==> config.mk <==
export PLATFORM = sky130hd
export DESIGN_NAME = rcs_add_unit
export DESIGN_NICKNAME = d
export VERILOG_FILES = /design/src/rtl/rcs_pkg.sv /design/src/rtl/rcs_operand_prep.sv /design/src/rtl/rcs_csa32.sv /design/src/rtl/rcs_tree6.sv /design/src/rtl/rcs_add_unit.sv
export SDC_FILE = /design/constraint.sdc
export NUM_CORES = 1
export LEC_CHECK = 0
export BUFFER_PORTS_ARGS = -buffer_cell sky130_fd_sc_hd__buf_4
export CORE_ASPECT_RATIO = 1.25
export CORE_MARGIN = 2
export CORE_UTILIZATION = 43
export DETAILED_ROUTE_END_ITERATION = 8
export PLACE_DENSITY = 0.69
export SETUP_SLACK_MARGIN = 0.1
export SYNTH_ARGS = -nofsm -noshare
export SYNTH_HDL_FRONTEND = slang
export SYNTH_SLANG_ARGS = --single-unit
==> constraint.sdc <==
create_clock -name clk -period 1.48 [get_ports clk]
set_input_delay 0.37 -clock clk [delete_from_list [all_inputs] [get_ports clk]]
set_output_delay 0.37 -clock clk [all_outputs]
set_load 0.05 [all_outputs]
==> src/rtl/rcs_pkg.sv <==
package rcs_pkg;

   localparam int NUM_WORDS = 6;

   typedef enum logic [1:0] {
      KIND_W3 = 2'd0,
      KIND_W4 = 2'd1,
      KIND_W5 = 2'd2,
      KIND_W6 = 2'd3
   } rcs_kind_e;

   function automatic int words_used(input rcs_kind_e kind);
      case (kind)
         KIND_W3: return 3;
         KIND_W4: return 4;
         KIND_W5: return 5;
         default: return 6;
      endcase
   endfunction

endpackage

==> src/rtl/rcs_operand_prep.sv <==
module rcs_operand_prep import rcs_pkg::*; #(
   parameter int W = 16
) (
   input  logic [2:0]                  op_i,
   input  logic [NUM_WORDS-1:0][W-1:0] opd_i,
   output logic [NUM_WORDS-1:0][W-1:0] word_o,
   output logic                        sub_o
);

   rcs_kind_e kind;
   int        nused;

   assign kind  = rcs_kind_e'(op_i[1:0]);
   assign nused = words_used(kind);
   assign sub_o = op_i[2];

   for (genvar g = 0; g < NUM_WORDS; g++) begin : g_word
      logic used;
      logic negate;
      assign used   = (g < nused);
      assign negate = sub_o && (g >= nused - 2);
      always_comb begin
         if (!used)
            word_o[g] = '0;
         else if (negate)
            word_o[g] = ~opd_i[g];
         else
            word_o[g] = opd_i[g];
      end
   end

endmodule

==> src/rtl/rcs_csa32.sv <==
module rcs_csa32 #(
   parameter int W = 16
) (
   input  logic [W-1:0] x_i,
   input  logic [W-1:0] y_i,
   input  logic [W-1:0] z_i,
   input  logic         inj_i,
   output logic [W-1:0] s_o,
   output logic [W-1:0] c_o
);

   assign c_o[0] = inj_i;

   for (genvar b = 0; b < W; b++) begin : g_bit
      assign s_o[b] = x_i[b] ^ y_i[b] ^ z_i[b];
      if (b < W - 1) begin : g_carry
         assign c_o[b+1] = (x_i[b] & y_i[b]) | (x_i[b] & z_i[b]) | (y_i[b] & z_i[b]);
      end
   end

endmodule

==> src/rtl/rcs_tree6.sv <==
module rcs_tree6 import rcs_pkg::*; #(
   parameter int W = 16
) (
   input  logic [NUM_WORDS-1:0][W-1:0] word_i,
   input  logic                        cin_i,
   input  logic                        corr_i,
   output logic [W-1:0]                carry_o,
   output logic [W-1:0]                sum_o
);

   logic [W-1:0] s_a, c_a, s_b, c_b, s_c, c_c;

   rcs_csa32 #(.W(W)) u_lvl1_lo (
      .x_i(word_i[0]), .y_i(word_i[1]), .z_i(word_i[2]),
      .inj_i(cin_i), .s_o(s_a), .c_o(c_a)
   );

   rcs_csa32 #(.W(W)) u_lvl1_hi (
      .x_i(word_i[3]), .y_i(word_i[4]), .z_i(word_i[5]),
      .inj_i(corr_i), .s_o(s_b), .c_o(c_b)
   );

   rcs_csa32 #(.W(W)) u_lvl2 (
      .x_i(s_a), .y_i(c_a), .z_i(s_b),
      .inj_i(corr_i), .s_o(s_c), .c_o(c_c)
   );

   rcs_csa32 #(.W(W)) u_lvl3 (
      .x_i(s_c), .y_i(c_c), .z_i(c_b),
      .inj_i(1'b0), .s_o(sum_o), .c_o(carry_o)
   );

endmodule

==> src/rtl/rcs_add_unit.sv <==
module rcs_add_unit import rcs_pkg::*; #(
   parameter int W = 16
) (
   input  logic                        clk,
   input  logic                        rst_n,
   input  logic [2:0]                  op_i,
   input  logic [NUM_WORDS-1:0][W-1:0] opd_i,
   input  logic                        cin_i,
   input  logic                        in_valid_i,
   output logic                        in_ready_o,
   output logic                        out_valid_o,
   input  logic                        out_ready_i,
   output logic [W-1:0]                carry_o,
   output logic [W-1:0]                sum_o
);

   if (W < 2) begin : g_bad_width
      $error("rcs_add_unit: W must be at least 2");
   end

   logic [NUM_WORDS-1:0][W-1:0] prep_words;
   logic                        sub_flag;
   logic [W-1:0]                nxt_carry, nxt_sum;
   logic                        take;

   rcs_operand_prep #(.W(W)) u_prep (
      .op_i(op_i), .opd_i(opd_i), .word_o(prep_words), .sub_o(sub_flag)
   );

   rcs_tree6 #(.W(W)) u_tree (
      .word_i(prep_words), .cin_i(cin_i), .corr_i(sub_flag),
      .carry_o(nxt_carry), .sum_o(nxt_sum)
   );

   assign in_ready_o = !out_valid_o || out_ready_i;
   assign take       = in_valid_i && in_ready_o;

   always_ff @(posedge clk or negedge rst_n) begin
      if (!rst_n) begin
         out_valid_o <= 1'b0;
         carry_o     <= '0;
         sum_o       <= '0;
      end else if (take) begin
         out_valid_o <= 1'b1;
         carry_o     <= nxt_carry;
         sum_o       <= nxt_sum;
      end else if (out_ready_i) begin
         out_valid_o <= 1'b0;
      end
   end

   // Behavioural total of the offered operands, used only by the checks below.
   logic [W-1:0] chk_total;
   int           chk_n;
   assign chk_n = 3 + int'(op_i[1:0]);
   always_comb begin
      chk_total = W'(cin_i);
      for (int i = 0; i < NUM_WORDS; i++) begin
         if (i < chk_n) begin
            if (op_i[2] && (i >= chk_n - 2))
               chk_total = chk_total - opd_i[i];
            else
               chk_total = chk_total + opd_i[i];
         end
      end
   end

   AST_PAIR_TOTAL: assert property (@(posedge clk) disable iff (!rst_n)
      take |=> (W'(carry_o + sum_o) == $past(chk_total)));

   AST_LOAD_ON_TAKE: assert property (@(posedge clk) disable iff (!rst_n)
      take |=> out_valid_o);

   AST_HOLD_PAIR: assert property (@(posedge clk) disable iff (!rst_n)
      (out_valid_o && !out_ready_i) |=> (out_valid_o && $stable(carry_o) && $stable(sum_o)));

   AST_DRAIN_EMPTY: assert property (@(posedge clk) disable iff (!rst_n)
      (out_valid_o && out_ready_i && !in_valid_i) |=> !out_valid_o);

endmodule

==> run summary, run 1 <==
Die footprint: 10700 µm²
Final Max Tran Viols: 0
Switching share of power: 0.470
Number of CTS-inserted buffers: 5
Commonest non-fill, non-tap cells in the layout: buf_4, xor2_1, inv_1, fa_1, nor2_1
Clk Tree Root Cell: clkbuf_16
Outcome: finished with violations
RSZ-0062 raised after global routing: true
Yosys top cell area share: 0.277
Die Y-Extent: 115 µm
Non-Filler Instances: 723
Chip Width: 93.1 µm
Row count: 40
Clk slew on worst S/H paths: 0.05 ns
Cells after synthesis: 445
Maximum VDD drop: 1010 µV
Initial antenna violation count: 0
CTS tree: done
Initial Utilization: 0.442
Layout cells sized above 1: 0.476
Seq/Total Area, Yosys: 0.188
Number of global-route vias before repair: 3860
CP max stage delay: 0.62 ns
Syn Area/Cell: 9.59 µm²
Cts-stage hold buffer count: 0
Total track usage: 0.244
Clock Skew: 0.00361 ns
Fillers: 768
Buffers on Ports: 136
Core Area: 9660 µm²
Comb power frac: 0.692
Critical-path top delay cell: fa_1
Leakage: 3.17 nW
Routability cong.: 0.893
Critical Path AT: 3.25 ns
Via density: 4.81
Nets: 768
Final min period: 3.09 ns
Drt initial violations: 108
Setup violators final: 31
DRC violations left: 0
Power per standard cell area: 1330 nW/µm²
Routed len/inst: 17.5 µm
Worst skew pair latency: 0.27 ns
Final ANT Viol Nets: 0
Setup slack after layout: -1.61 ns
Syn Nets: 616
Critical Path Source Type: primary input
Fin crit share: 2.09
Via count: 3476
Most common cell after layout, fill and taps aside: buf_4
Most used routing layer: met2
Area occupied by multi-input gates: 3480 µm²
Placed cells: 699
Yosys warnings: 0
Met3 GRT Util: 0.0367
Final wirelength: 12.7 mm
Final Hold Viols: 0
CP Capture Type: flop
Net Sw Power: 0.00399 W
N_diodes: 0
Worst Path Required: 1.64 ns
Fmax: 0.323 GHz
Crit Path Class: primary input to flop
Iteration count of the initial detailed-routing pass: 4
Synth Cell Area: 4270 µm²
Worst Hold Class: primary input to asynchronous set/reset pin
Grt met1 use: 0.286
GR Overflow Total: 0
Pin count of the biggest net entering global routing: 33
CTS H-tree depth: 2
Count of unique library cells instantiated by Yosys: 32
Clk pwr share: 0.125
Failing checks: setup timing
Tot Pwr: 0.00849 W
CP most frequent cell: fa_1
Int Power: 0.00449 W
Detailed placement HPWL: 9.34 mm
Max_cap viols: 0
Clock Sinks: 32
Seq pwr share: 0.183
P&R area growth vs syn: 50.0%
Register area: 801 µm²
M2 GR Usage: 0.467
Post-synth top area cell: fa_1
Global-route wire length before repair: 19.7 mm
Area contributors post-synth: fa_1, dfrtp_1, xor2_1, mux2_2, inv_1
Worst Path Max Fanout: 7
Clk buf depth: 2
Cell chain of the critical path: buf_12 > inv_16 > ha_4 > nand3_4 > clkbuf_16 > xor2_1 > nor2_1 > fa_1 > fa_1 > fa_2 > mux2_4
IO Pins: 138
Post-synthesis register bit count: 32
[critical path, delay by kind of cell]
family / cells / cell delay, ns
muxes: 1 / 0.28
and+or+nand+nor: 2 / 0.19
buffers and inverters: 3 / 0.33
adders and majority gates: 4 / 1.89
xor gates and xnor gates: 1 / 0.18
[power by group through the flow]
stage	logic [W]	clock network [W]	registers (W)
final	0.00587	0.00106	0.00155
after global routing	0.00634	0.00111	0.00160
after CTS	0.00572	0.00108	0.00156
after detailed placement	0.00548	0	0.00155
after global placement	0.00538	0	0.00156
after floorplan	0.00233	0	0.00287
[cell usage after synthesis]
master and number:
nand2_1 36, mux2_2 28, xor2_1 91, o21ai_2 1, nor3b_1 1, xnor3_1 1, o211ai_1 1, nor2_1 48
a21oi_1 1, ha_1 8, and3_1 1, xnor2_2 1, nand2b_1 20, nor2_2 1, buf_4 2, a311oi_1 1
conb_1 1, o21ai_0 3, nand3b_1 1, xnor2_1 10, buf_2 11, buf_6 2, o21ai_1 1, nand3_1 1
dfrtp_1 32, inv_1 68, and2_1 1, fa_1 59, nor2b_4 1, nand4b_1 1, nor4_1 1, clkbuf_1 10
[kinds of logic (layout without fill, tap and decap cells)]
| kind of cell | count (synthesis) | count (layout) | share of synthesized area |
|---|---|---|---|
| AO/OA/AOI/OAI | 8 | 8 | 0.0117 |
| buffers and inverters | 93 | 244 | 0.0903 |
| AND/OR/NAND/NOR | 113 | 114 | 0.119 |
| other | 1 | 1 | 0.000879 |
| multiplexers | 28 | 28 | 0.0739 |
| XOR/XNOR | 103 | 103 | 0.216 |
| adder cells (fa/ha/maj) | 67 | 67 | 0.300 |
| flip-flops | 32 | 32 | 0.188 |
[routing by layer]
metal | share of wire | up-vias
met2 | 0.55 | 116
li1 | - | 1595
met3 | 0.051 | 24
met5 | 0 | -
met4 | 0.022 | 0
met1 | 0.37 | 1741
[metrics by stage]
step	util	setup TNS (ns)	setup slack [ns]	cell area, µm²	hold WS (ns)
after floorplan	-	-51.01	-1.74	4550	0.0744
after global placement	0.596	-56.74	-2.00	5760	0.342
after detailed placement	0.596	-57.72	-2.03	5760	0.340
after CTS	0.644	-45.22	-1.56	6220	0.0470
after global routing	0.663	-48.36	-1.67	6400	0.0648
final	0.663	-45.72	-1.61	6400	0.0350
[state kept, by name (all words and copies together) (netlist names)]
name         cells
carry_o         15
out_valid_o      1
sum_o           16
[final timing paths]
kind                             start          end  slack [ns]  depth (start not counted)
max                            op_i[1]    sum_o[14]       -1.61                         11
min                              rst_n     sum_o[6]        0.04                          1
max reg2reg                out_valid_o    sum_o[12]        0.24                          4
min reg2reg                 carry_o[1]   carry_o[1]        0.49                          2
max in group asynchronous        rst_n   carry_o[3]        1.14                          1
min in group clk            in_valid_i  out_valid_o        0.31                          2
[repair_timing]
action                     4_1_cts  5_1_grt
buffers inserted                 7        5
pin swaps                       26       17
resized for setup               49       27
gates cloned                     2        3
setup endpoints to repair       31       31
[area by class of cell]
class / count / area share
clock buffer: 7 / 0.0238
multi-input combinational: 321 / 0.544
tap: 126 / 0.0246
inverter: 68 / 0.0436
sequential: 32 / 0.125
timing repair buffer: 169 / 0.239
Note: power is estimated with default switching activity, not from simulation.
==> inputs of run 2 (changes only) <==
--- a/config.mk
+++ b/config.mk
@@ -5,6 +5,7 @@
 export SDC_FILE = /design/constraint.sdc
 export NUM_CORES = 1
 export LEC_CHECK = 0
+export ABC_AREA = 1
 export BUFFER_PORTS_ARGS = -buffer_cell sky130_fd_sc_hd__buf_4
 export CORE_ASPECT_RATIO = 1.25
 export CORE_MARGIN = 2
==> run summary, run 2 <==
Comb power frac: 0.650 (-0.042)
Largest family of logic cells by synthesized area: adder cells
Pin count of the biggest net entering global routing: 45 (+36%)
Final ANT Viol Nets: 0 (unchanged)
Worst Path Required: 1.66 ns (+0.02 ns)
Adder-cell share of the synthesized area: 0.292 (-0.00847)
DRC violations left: 0 (unchanged)
Max_cap viols: 0 (unchanged)
Routability cong.: 0.875 (-2.0%)
N_diodes: 0 (unchanged)
Yosys top cell area share: 0.269 (-0.00781)
P&R area growth vs syn: 40.0%
Setup crit start: op_i[1]
Failing checks: setup timing
Crit Reg-Reg Endpoint: carry_o[2]
Iteration count of the initial detailed-routing pass: 5 (+1)
Nets: 912 (+19%)
Net Sw Power: 0.00392 W (-1.8%)
Core Area: 10000 µm² (+3.6%)
Final min period: 3.06 ns (-0.0344 ns)
Fillers: 874 (+14%)
Routed len/inst: 14.7 µm (-16%)
Area contributors post-synth: fa_1, dfrtp_1, nand2_1, inv_1, xor2_1
Critical-path top delay cell: fa_2
Non-Filler Instances: 871 (+20%)
Total track usage: 0.244 (about the same)
Leakage: 3.27 nW (+3.3%)
Setup violators final: 31 (unchanged)
Number of synthesized flops with an enable pin: 0 (unchanged)
IO Pins: 138 (unchanged)
Family with the most delay on the worst path: adder cells
Buffers on Ports: 136 (unchanged)
Cts-stage hold buffer count: 0 (unchanged)
Worst r2r path cells: 6 (+2)
Row count: 41 (+2.5%)
Most common cell after layout, fill and taps aside: buf_4
Cell chain of the critical path: buf_12 > inv_12 > ha_4 > or2_4 > a21oi_4 > clkinvlp_4 > buf_4 > nand3_2 > fa_1 > fa_2 > inv_2 > fa_1 > nand2_1 > nand2_1
CP Capture Type: flop
Critical R2R Launch: out_valid_o
Setup slack after layout: -1.58 ns (+0.0344 ns)
Via density: 4.91 (+2.1%)
Die footprint: 11000 µm² (+2.8%)
Maximum VDD drop: 578 µV (-43%)
Clk slew on worst S/H paths: 0.05 ns (about the same)
Final Hold Viols: 0 (unchanged)
Layout cells sized above 1: 0.349 (-0.127)
Initial Utilization: 0.439 (-0.00281)
Count leader, synth: nand2_1
Outcome: finished with violations
CTS tree: done
Drt initial violations: 212 (+96%)
CP max stage delay: 0.56 ns (-0.06 ns)
Max reg flops: 16 (unchanged)
Global-route wire length before repair: 20.6 mm (+4.6%)
Post-synthesis register bit count: 32 (unchanged)
Die Y-Extent: 117 µm (+1.4%)
Synth Flop Type: dfrtp_1
Mux contribution to synthesized area: 0 (-0.0739)
Worst skew pair latency: 0.28 ns (about the same)
Placed cells: 859 (+23%)
Reg2Reg Setup Slack: 0.27 ns (+0.03 ns)
Fmax: 0.327 GHz (+1.1%)
Int Power: 0.00390 W (-13%)
Synth Area in Compound Gates: 0.0726 (+0.0609)
Crit Path Class: primary input to flop
Top cells by count, synth: nand2_1, inv_1, fa_1
Final wirelength: 12.8 mm (+1.5%)
Syn Area/Cell: 7.42 µm² (-23%)
Initial antenna violation count: 0 (unchanged)
Clock Skew: 0.00521 ns (+0.00160 ns)
Largest Register: sum_o
Hold_ws: 0.0245 ns (-0.0105 ns)
Clk buf depth: 2 (unchanged)
Number of global-route vias before repair: 4450 (+15%)
Worst Hold Class: primary input to asynchronous set/reset pin
XOR/XNOR share of the synthesized area: 0.0578 (-0.159)
Critical Path AT: 3.23 ns (-0.02 ns)
Via count: 4274 (+23%)
Seq/Total Area, Yosys: 0.182 (-0.00529)
Commonest non-fill, non-tap cells in the layout: buf_4, nand2_1, inv_1, fa_1, nand3_1
Simple-gate share of the synthesized area: 0.285 (+0.166)
Fin crit share: 2.07 (-0.0232)
Detailed placement HPWL: 10.5 mm (+13%)
GR Overflow Total: 0 (unchanged)
RSZ-0062 raised after global routing: true
Largest regs: sum_o: 16 flops, carry_o: 15 flops, out_valid_o: 1 flops
Post-synth top area cell: fa_1
Seq pwr share: 0.198 (+0.015)
Cells after synthesis: 592 (+33%)
Number of CTS-inserted buffers: 5 (unchanged)
CTS H-tree depth: 2 (unchanged)
Clk pwr share: 0.153 (+0.028)
Worst Path Max Fanout: 7 (unchanged)
Switching share of power: 0.501 (+0.0308)
Fraction of registers with async set/reset: 1.00 (unchanged)
Clock Sinks: 32 (unchanged)
Syn Nets: 763 (+24%)
CP bufs+invs: 5 (+2)
Chip Width: 94.4 µm (+1.4%)
Critical Path Source Type: primary input
Yosys warnings: 0 (unchanged)
Final Max Tran Viols: 0 (unchanged)
Clk Tree Root Cell: clkbuf_16
Synth Cell Area: 4390 µm² (+2.9%)
Power per standard cell area: 1270 nW/µm² (-4.1%)
Count of unique library cells instantiated by Yosys: 29 (-9.4%)
[run 2: changes by cell type in the layout (fill, tap and decap cells not counted), moves of 10 or more]
cell and change:
nand2_1 +120, xor2_1 -54, nand3_1 +44, or2_2 +33
inv_1 +29, a21oi_1 +25, mux2_4 -20, o21ai_0 +19
nand2b_1 -18, buf_4 +13, nor2_2 -10
[run 2: metrics by stage]
step	utilization	power, W	worst slack (ns)	area, µm²	TNS [ns]
final	0.615	0.00782	-1.58	6150	-45.07
after global routing	0.615	0.00845	-1.66	6150	-48.52
after CTS	0.612	0.00784	-1.52	6120	-44.36
after detailed placement	0.584	0.00653	-1.88	5840	-54.87
after global placement	0.584	0.00642	-1.80	5840	-53.27
after floorplan	-	0.00483	-1.64	4490	-47.49
[run 2: worst register-to-register path, delay by kind of cell (launching register included)]
| family | cells | cell delay, ns |
|---|---|---|
| flops | 1 | 0.42 |
| simple gates | 4 | 0.37 |
| buf+inv | 2 | 0.37 |
[run 2: cell type report]
class	count	area, µm²	share of cell area
tap	129	161	0.0262
clock buffer	5	125	0.0203
timing repair inverter	1	7.51	0.00122
inverter	90	360	0.0586
clock inverter	3	42.5	0.00692
multi-input combinational	440	3230	0.525
timing repair buffer	171	1420	0.231
sequential	32	802	0.130
[run 2: logic make-up (layout without fill, tap and decap cells)]
logic type,count (synthesis),after routing
xor gates and xnor gates,29,29
AOI/OAI and AO/OA,63,63
adders and majority gates,67,67
buffers and inverters,120,270
and+or+nand+nor,280,280
other,1,1
DFF,32,32
[run 2: how the worst max path moves through the flow]
| stage | to | cells after the start |
|---|---|---|
| floorplan | sum_o[1] | 16 |
| CTS | sum_o[5] | 15 |
| global route | sum_o[5] | 15 |
| global placement | sum_o[12] | 13 |
| detailed placement | sum_o[3] | 15 |
| finish | sum_o[12] | 14 |
[run 2: per-layer routing]
metal	global-route usage	share of wire
met2	0.454	0.53
met4	0.116	0.047
met5	0	0
met1	0.279	0.37
met3	0.0262	0.044
[run 2: what timing repair did]
item	4_1_cts	5_1_grt
gates cloned	1	0
pin swaps	20	10
setup buffers	2	1
setup endpoints to repair	31	31
resized for setup	25	13
[run 2: power groups by stage]
stage	combinational, W	clock [W]	sequential, W
after detailed placement	0.00497	0	0.00156
after floorplan	0.00199	0	0.00285
after global placement	0.00487	0	0.00155
after global routing	0.00562	0.00126	0.00158
final	0.00508	0.00119	0.00155
after CTS	0.00507	0.00122	0.00155
==> inputs of run 3 (changes only) <==
--- a/config.mk
+++ b/config.mk
@@ -15,4 +15,5 @@
 export SETUP_SLACK_MARGIN = 0.1
 export SYNTH_ARGS = -nofsm -noshare
 export SYNTH_HDL_FRONTEND = slang
+export SYNTH_HIERARCHICAL = 1
 export SYNTH_SLANG_ARGS = --single-unit
==> run summary, run 3 <==
Yosys warnings: 6 (+6)
Clk pwr share: 0.120 (-0.033)
Net Sw Power: 0.00401 W (+2.5%)
Core Area: 10200 µm² (+2.1%)
Routability cong.: 0.906 (+3.6%)
Crit Path Class: primary input to flop
Outcome: finished with violations
Detailed placement HPWL: 10.7 mm (+2.0%)
Cells after synthesis: 599 (+1.2%)
Number of CTS-inserted buffers: 5 (unchanged)
RSZ-0062 raised after global routing: true
Maximum VDD drop: 626 µV (+8.2%)
Critical R2R Launch: out_valid_o
Final ANT Viol Nets: 0 (unchanged)
Crit Reg-Reg Endpoint: sum_o[14]
Initial Utilization: 0.445 (+0.00564)
CTS tree: done
CTS H-tree depth: 2 (unchanged)
Synth Cell Area: 4540 µm² (+3.4%)
Total track usage: 0.250 (+0.00555)
Setup TNS: -38.66 ns (+6.42 ns)
Setup crit start: op_i[0]
Clock Sinks: 33 (+3.1%)
Chip Width: 95.9 µm (+1.6%)
Via count: 4410 (+3.2%)
Final instance area: 6830 µm² (+11%)
Final Hold Viols: 0 (unchanged)
GR Overflow Total: 0 (unchanged)
Largest regs: carry_o: 16 flops, sum_o: 16 flops, out_valid_o: 1 flops
Die Y-Extent: 119 µm (+1.6%)
Buffers on Ports: 137 (+0.74%)
IO Pins: 138 (unchanged)
Final wirelength: 14.4 mm (+12%)
Int Power: 0.00410 W (+5.1%)
Clock Skew: 0.00175 ns (-0.00346 ns)
Failing checks: setup timing
Routed len/inst: 16.1 µm (+9.2%)
Critical Path AT: 3.04 ns (-0.19 ns)
Place WS: -1.75 ns (+0.125 ns)
Worst Path Required: 1.69 ns (+0.03 ns)
Fin crit share: 1.91 (-0.159)
Number of global-route vias before repair: 4465 (+0.34%)
Clk Tree Root Cell: clkbuf_16
Cell Area, Placed: 6030 µm² (+3.3%)
Iteration count of the initial detailed-routing pass: 4 (-1)
Fmax: 0.354 GHz (+8.3%)
Nets: 933 (+2.3%)
Via density: 4.94 (+0.75%)
Cts-stage hold buffer count: 0 (unchanged)
Power per standard cell area: 1190 nW/µm² (-6.5%)
Clk slew on worst S/H paths: 0.05 ns (about the same)
Drt initial violations: 211 (-0.47%)
Die footprint: 11400 µm² (+3.2%)
Critical Path Source Type: primary input
Count leader, synth: nand2_1
Fraction of registers with async set/reset: 1.00 (unchanged)
Commonest non-fill, non-tap cells in the layout: buf_4, nand2_1, inv_1, nand3_1, nor2_1
Area contributors post-synth: fa_1, dfrtp_1, nand2_1, nand3_1, inv_1
Placed cells: 861 (+0.23%)
Seq/Total Area, Yosys: 0.182 (-0.000418)
Switching share of power: 0.495 (-0.00645)
Post-synthesis register bit count: 33 (+3.1%)
Top cells by count, synth: nand2_1, inv_1, nand3_1
Setup violators final: 31 (unchanged)
Reg2Reg Setup Slack: 0.39 ns (+0.12 ns)
Clk buf depth: 2 (unchanged)
Count of unique library cells instantiated by Yosys: 24 (-17%)
Worst r2r path cells: 4 (-2)
Synth Flop Type: dfrtp_1
Setup slack after layout: -1.34 ns (+0.235 ns)
Global-route wire length before repair: 22.1 mm (+7.5%)
Post-synth top area cell: fa_1
Row count: 41 (unchanged)
Seq pwr share: 0.191 (-0.007)
N_diodes: 0 (unchanged)
Leakage: 3.52 nW (+7.4%)
DRC violations left: 0 (unchanged)
Worst skew pair latency: 0.28 ns (about the same)
Final min period: 2.82 ns (-0.235 ns)
Max_cap viols: 0 (unchanged)
Worst Hold Class: primary input to asynchronous set/reset pin
Final Max Tran Viols: 0 (unchanged)
Most common cell after layout, fill and taps aside: buf_4
Initial antenna violation count: 0 (unchanged)
Worst Path Max Fanout: 6 (-1)
Pin count of the biggest net entering global routing: 34 (-24%)
Yosys top cell area share: 0.265 (-0.00434)
Non-Filler Instances: 892 (+2.4%)
P&R area growth vs syn: 50.4%
Layout cells sized above 1: 0.422 (+0.0730)
Syn Area/Cell: 7.58 µm² (+2.2%)
Critical path endpoint: sum_o[8]
Comb power frac: 0.689 (+0.039)
Syn Nets: 770 (+0.92%)
Number of synthesized flops with an enable pin: 0 (unchanged)
CP Capture Type: flop
[run 3: cell types whose count changed in the layout (fill, tap and decap cells not counted), sizes merged, moves of 11 or more]
cell	change
nor2	+31
buf	+23
o21ai	-15
xnor2	+30
or2	-33
xor2	-11
nand2	-16
nand3	+22
[run 3: how the worst min path moves through the flow]
stage	endpoint	cells after the start	slack [ns]	from
3_5_place_dp	carry_o[11]	1	0.33	rst_n
2_1_floorplan	carry_o[0]	0	0.07	rst_n
4_1_cts	carry_o[11]	1	0.04	rst_n
6_report	carry_o[0]	1	0.03	rst_n
3_3_place_gp	carry_o[11]	1	0.33	rst_n
5_1_grt	carry_o[11]	1	0.06	rst_n
[run 3: routing by layer]
layer,vias up,GRT usage,wire [µm]
met5,-,0,0
met3,16,0.0329,953
met1,2083,0.349,6020
met4,0,0.0446,131
met2,179,0.417,7260
li1,2132,-,-
[run 3: critical path: stages]
cell	delay, ns
buf_12	0.11
inv_8	0.04
ha_4	0.18
or2_4	0.31
buf_8	0.16
buf_6	0.12
nor2_4	0.09
fa_1	0.43
fa_1	0.49
fa_2	0.55
nand3_1	0.08
nand2_1	0.08
[run 3: layout make-up]
cell class                 count  area [µm²]
multi-input combinational    444        3680
fill                         835        3380
timing repair buffer         194        1670
sequential                    33         827
inverter                      84         340
tap                          129         161
clock buffer                   6         129
clock inverter                 2        10.0
[run 3: stage by stage]
stage                     total power [W]  hold slack, ns  utilization
after floorplan                   0.00510          0.0744            -
after global placement            0.00662           0.326        0.591
after detailed placement          0.00675           0.329        0.591
after CTS                         0.00796          0.0371        0.645
after global routing              0.00870          0.0601        0.669
final                             0.00812          0.0281        0.669
[run 3: logic make-up after synthesis]
kind of cell / count (synthesis) / share of synthesized area
DFF: 33 / 0.182
adders and majority gates: 67 / 0.284
and+or+nand+nor: 278 / 0.259
AOI/OAI and AO/OA: 49 / 0.0540
buffers and inverters: 123 / 0.128
other: 1 / 0.000826
xor gates and xnor gates: 48 / 0.0926
[run 3: power by group through the flow]
| stage | Combinational, W | Sequential (W) | Clock (W) |
|---|---|---|---|
| 2_1_floorplan | 0.00218 | 0.00292 | 0 |
| 4_1_cts | 0.00542 | 0.00155 | 0.000987 |
| 6_report | 0.00559 | 0.00155 | 0.000974 |
| 5_1_grt | 0.00607 | 0.00159 | 0.00103 |
| 3_3_place_gp | 0.00507 | 0.00155 | 0 |
| 3_5_place_dp | 0.00520 | 0.00156 | 0 |
[run 3: timing repair]
| action | 4_1_cts | 5_1_grt |
|---|---|---|
| cloned | 2 | 1 |
| endpoints found under the setup margin | 32 | 32 |
| gates resized for setup | 77 | 46 |
| buffers inserted | 6 | 14 |
| pin swaps | 41 | 40 |
